File: config.mk
export PLATFORM = sky130hd
export DESIGN_NAME = i2c_stat_seq
export DESIGN_NICKNAME = d
export VERILOG_FILES = /design/src/rtl/i2c_stat_pkg.sv /design/src/rtl/i2c_stat_flag.sv /design/src/rtl/i2c_stat_sr1_pack.sv /design/src/rtl/i2c_stat_seq.sv
export SDC_FILE = /design/constraint.sdc
export NUM_CORES = 1
export LEC_CHECK = 0
export BUFFER_PORTS_ARGS = -buffer_cell sky130_fd_sc_hd__buf_4
export CORE_AREA = 4 4 41 43
export CTS_BUF_LIST = sky130_fd_sc_hd__clkbuf_16
export CTS_CLUSTER_SIZE = 8
export DETAILED_ROUTE_END_ITERATION = 7
export DIE_AREA = 0 0 45 47
export HOLD_SLACK_MARGIN = 0.1
export PLACE_DENSITY = 0.66
export RECOVER_POWER = 100
export SLEW_MARGIN = 20
export SYNTH_ARGS = -nofsm -noshare
export SYNTH_HDL_FRONTEND = slang
export SYNTH_SLANG_ARGS = --single-unit
File: constraint.sdc
create_clock -name clk_i -period 1.3 [get_ports clk_i]
set_clock_uncertainty 0.05 [all_clocks]
set_input_delay 0.13 -clock clk_i [delete_from_list [all_inputs] [get_ports clk_i]]
set_output_delay 0.13 -clock clk_i [all_outputs]
set_load 0.02 [all_outputs]
File: src/rtl/i2c_stat_pkg.sv
package i2c_stat_pkg;
  localparam int SR1_W     = 16;
  localparam int NUM_FLAGS = 3;
  localparam int FLG_START = 0;
  localparam int FLG_ADDR  = 1;
  localparam int FLG_BTC   = 2;

  // which second access clears each flag, one bit per flag index
  localparam logic [NUM_FLAGS-1:0] CLR_WR_DAT_MASK = 3'b101;
  localparam logic [NUM_FLAGS-1:0] CLR_RD_DAT_MASK = 3'b100;
  localparam logic [NUM_FLAGS-1:0] CLR_RD_SR2_MASK = 3'b010;

  typedef struct packed {
    logic rd_sr1;
    logic rd_sr2;
    logic wr_dat;
    logic rd_dat;
  } bus_acc_t;
endpackage

File: src/rtl/i2c_stat_flag.sv
module i2c_stat_flag
  import i2c_stat_pkg::*;
#(
  parameter bit CLR_WR_DAT = 1'b0,
  parameter bit CLR_RD_DAT = 1'b0,
  parameter bit CLR_RD_SR2 = 1'b0
) (
  input  logic     clk_i,
  input  logic     rst_ni,
  input  logic     enable_i,
  input  logic     set_i,
  input  bus_acc_t acc_i,
  output logic     flag_o
);
  logic flag_q, armed_q;
  logic second_acc;

  assign second_acc = (CLR_WR_DAT & acc_i.wr_dat) |
                      (CLR_RD_DAT & acc_i.rd_dat) |
                      (CLR_RD_SR2 & acc_i.rd_sr2);

  always_ff @(posedge clk_i or negedge rst_ni) begin
    if (!rst_ni) begin
      flag_q  <= 1'b0;
      armed_q <= 1'b0;
    end else if (!enable_i) begin
      flag_q  <= 1'b0;
      armed_q <= 1'b0;
    end else if (set_i) begin
      // new event beats any clear and restarts the sequence
      flag_q  <= 1'b1;
      armed_q <= 1'b0;
    end else if (armed_q && second_acc) begin
      flag_q  <= 1'b0;
      armed_q <= 1'b0;
    end else if (acc_i.rd_sr1 && flag_q) begin
      armed_q <= 1'b1;
    end
  end

  assign flag_o = flag_q;
endmodule

File: src/rtl/i2c_stat_sr1_pack.sv
module i2c_stat_sr1_pack #(
  parameter int DATA_W = 16,
  parameter int FLAGS  = 3
) (
  input  logic [FLAGS-1:0]  flags_i,
  output logic [DATA_W-1:0] rdata_o
);
  localparam int PAD_W = DATA_W - FLAGS;

  assign rdata_o = {{PAD_W{1'b0}}, flags_i};
endmodule

File: src/rtl/i2c_stat_seq.sv
module i2c_stat_seq
  import i2c_stat_pkg::*;
(
  input  logic             clk_i,
  input  logic             rst_ni,
  input  logic             enable_i,
  input  logic             start_sent_i,
  input  logic             addr_sent_i,
  input  logic             addr_match_i,
  input  logic             byte_done_i,
  input  logic             rd_sr1_i,
  input  logic             rd_sr2_i,
  input  logic             wr_dat_i,
  input  logic             rd_dat_i,
  output logic             start_flag_o,
  output logic             addr_flag_o,
  output logic             btc_flag_o,
  output logic [SR1_W-1:0] sr1_rdata_o
);
  bus_acc_t             acc;
  logic [NUM_FLAGS-1:0] set_vec;
  logic [NUM_FLAGS-1:0] flags;

  assign acc = '{rd_sr1: rd_sr1_i, rd_sr2: rd_sr2_i,
                 wr_dat: wr_dat_i, rd_dat: rd_dat_i};

  always_comb begin
    set_vec            = '0;
    set_vec[FLG_START] = start_sent_i;
    set_vec[FLG_ADDR]  = addr_sent_i | addr_match_i;
    set_vec[FLG_BTC]   = byte_done_i;
  end

  for (genvar g = 0; g < NUM_FLAGS; g++) begin : g_flag
    i2c_stat_flag #(
      .CLR_WR_DAT(CLR_WR_DAT_MASK[g]),
      .CLR_RD_DAT(CLR_RD_DAT_MASK[g]),
      .CLR_RD_SR2(CLR_RD_SR2_MASK[g])
    ) u_flag (
      .clk_i   (clk_i),
      .rst_ni  (rst_ni),
      .enable_i(enable_i),
      .set_i   (set_vec[g]),
      .acc_i   (acc),
      .flag_o  (flags[g])
    );
  end

  i2c_stat_sr1_pack #(
    .DATA_W(SR1_W),
    .FLAGS (NUM_FLAGS)
  ) u_pack (
    .flags_i(flags),
    .rdata_o(sr1_rdata_o)
  );

  assign start_flag_o = flags[FLG_START];
  assign addr_flag_o  = flags[FLG_ADDR];
  assign btc_flag_o   = flags[FLG_BTC];
endmodule

==> impl_metrics.csv <==
group,metric,value,unit
status,status,"completed",
logic_synthesis,synth_area_per_cell,9.979,um2
place,gp_congestion,0.6434,
hold_path,hold_class,"primary input to flop",
floorplan,core_area,0.001301,mm2
floorplan,core.rowCount,13,
critical_path,r2r_cells,2,
drt,vias,312,
sta,rsz0062_at_grt,"false",
cts,cts-root-buf,"clkbuf_16",
grt,gr-total-overflow,0,
sta,setup_viol,0,
layout,drive_gt1_share,18.03,%
logic_synthesis,synth_simple_gate_area_share,12.23,%
logic_synthesis,synth_common_cells,"buf_4 (16), dfrtp_1 (6), nand3b_1 (3)",
logic_synthesis,synth_compound_area_share,18.96,%
floorplan,initial_core_util,31.44,%
logic_synthesis,ys_top_cells_by_area,"dfrtp_1 (37%), buf_4 (29%), nand3b_1 (5.5%), a2111oi_2 (3.7%), a21boi_0 (3.7%)",
flow_run,drv_cap,0,
place,numPortBuffers,16,
sta,hold_viol_final,0,
power,ir_drop,1.215,mV
drt,ant_nets,0,
logic_synthesis,yosys_warnings,0,
drt,viasPerCell,4.105,
critical_path,worst_ep_arrival_time,1.14,ns
logic_synthesis,synth_top_family_by_area,"buffers and inverters",
floorplan,pin_count,30,
sta,finalCritPeriodShare,84.43,%
critical_path,crit_cells,2,
grt,grt_pass1_wl,1.090,mm
floorplan,die_w,45,um
cts,cts.clk_slew.worst_paths,0.03,ns
cts,cts_buffers,3,
layout,nNetsFinal,74,
drt,wl_met1,342,um
sta,final.setup.tns,0,ns
drt,postRouteWirelength,836,um
logic_synthesis,synth_top_area_cell,"dfrtp_1",
logic_synthesis,synth_area,409.1,um2
layout,n_antenna_cell,0,
hold_path,whs_path_depth,2,
sta,slew_violations,0,
logic_synthesis,ys_ff_latch,6,
drt,met2_length,391,um
critical_path,cp_data_required_time,1.35,ns
cts,cts.path.max_buffers,2,
cts,clock-sinks,6,
critical_path,crit_fanout,3,
place,hpwl,640.9,um
logic_synthesis,synthAdderAreaFrac,0,%
drt,wl_per_cell,11.00,um
critical_path,crit_chain,"nand3b_1, a2111oi_0",
drt,wl_met3,93,um
logic_synthesis,synthXorXnorAreaFrac,0,%
drt,drc,0,
cts,ctsHtreeMaxLevel,1,
sta,period_minus_slack,1.098,ns
logic_synthesis,synth_mux_area_share,0,%
cts,ctsResizeCount,0,
grt,grt_max_degree,7,
power,p_per_area,1474,mW/mm2
layout,area_growth,35.17,%
critical_path,max_stage_delay,0.39,ns
logic_synthesis,yosysUniqueCellTypes,16,
logic_synthesis,synth.top_cell.area_share,36.70,%
power,p_total,0.0008154,W
critical_path,endpoint_kind,"flop",
cts,insertion_delay,0.23,ns
logic_synthesis,synth.most_common_cell,"buf_4",
drt,dr.pass1.iters,1,
critical_path,path_class,"flop to flop",
drt,drt_iter0_markers,0,
grt,first_global_vias,251,
logic_synthesis,async_flop_share,100.0,%
critical_path,start_kind,"flop",
critical_path,crit_family,"compound AO/OA/AOI/OAI gates",
logic_synthesis,synth_ff_type,"dfrtp_1",
sta,max_freq,911.0,MHz
grt,antenna_found_initial,0,
cts,cts_tree,"built",
logic_synthesis,yosysSeqAreaShare,36.70,%
grt,track_usage,7.796,%
critical_path,cp_slowest_cell,"a2111oi_0",
power,leakagePower,0.2564,nW
critical_path,crit_buf_inv,0,
logic_synthesis,netlist_instances,41,
logic_synthesis,synth_enable_flop_cells,0,
drt,highest_layer,"met4",
floorplan,die_h,47,um
floorplan,dieArea,0.002115,mm2
[flip-flops by register name, indices dropped and copies added (netlist names)]
register	count
g_flag.u_flag.armed_q	3
g_flag.u_flag.flag_o	3
[cell type report]
type	instances	area [um2]
fillers	137	748.2
multi-input cells	29	165.2
flip-flops and latches	6	150.1
repair buffers	21	136.4
clock buffers	3	75.07
well taps	15	18.77
inverters	2	7.507
[worst register-to-register path: stages (launching register included)]
cell       delay [ns]
dfrtp_1          0.37
nand3b_1         0.15
a2111oi_0        0.39
[kinds of logic (layout without fill, tap and decap cells)]
| group | after synthesis | after routing |
|---|---|---|
| simple gates | 7 | 7 |
| flops | 6 | 6 |
| buf+inv | 18 | 26 |
| other cells | 1 | 13 |
| compound gates | 9 | 9 |
[layout by cell type, fill, tap and decap left out, drive strengths merged]
cell | synthesis | layout
a31oi | 1 | 1
o21a | 1 | 1
conb | 1 | 13
inv | 2 | 2
nand3b | 3 | 3
clkbuf | 0 | 13
a211oi | 2 | 2
dlygate4sd3 | 0 | 5
o31a | 1 | 1
buf | 16 | 6
a2111oi | 1 | 1
or3b | 1 | 1
or2 | 1 | 1
a21boi | 2 | 2
nand2b | 2 | 2
dfrtp | 6 | 6
o21ai | 1 | 1
[routing by layer]
layer	vias to the layer above	global-route usage, %
met4	0	3.509
met1	143	9.281
met3	2	6.130
met2	16	10.17
met5	-	0
li1	151	-
[stage by stage]
stage               instances  instance area (um2)  util, %  hold slack [ns]  setup slack [ns]
finish                     76                553.0    42.50           0.1111            0.2024
global route               76                553.0    42.50           0.1226            0.1652
CTS                        76                598.1    45.96           0.1105            0.2420
detailed placement         68                473.0    36.35          -0.1070            0.2523
global placement           68                473.0    36.35          -0.1102            0.2774
floorplan                  53                454.2        -          -0.2156            0.2336
[report_power, final]
| part | internal, W | total [W] | switching (W) |
|---|---|---|---|
| logic | 0.0000416 | 0.000119 | 0.0000774 |
| registers | 0.000196 | 0.000204 | 0.00000743 |
| clock network | 0.000394 | 0.000493 | 0.0000983 |
[timing repair]
| action | 4_1_cts | 5_1_grt |
|---|---|---|
| hold buffers | 5 | 0 |
| setup buffers | 0 | 0 |
| hold endpoints to repair | 10 | 0 |
[path summary, 6_finish.rpt]
check / start / endpoint / slack (ns)
max in group asynchronous: rst_ni / g_flag[0].u_flag.armed_q / 0.68
min in group asynchronous: rst_ni / g_flag[1].u_flag.armed_q / 0.27
worst min register to register: g_flag[2].u_flag.armed_q / g_flag[2].u_flag.flag_o / 0.43
worst min-delay path: enable_i / g_flag[0].u_flag.flag_o / 0.11
worst max-delay path: g_flag[1].u_flag.armed_q / g_flag[1].u_flag.armed_q / 0.20
worst max register to register: g_flag[1].u_flag.armed_q / g_flag[1].u_flag.armed_q / 0.20
Note: power is estimated with default switching activity, not from simulation.
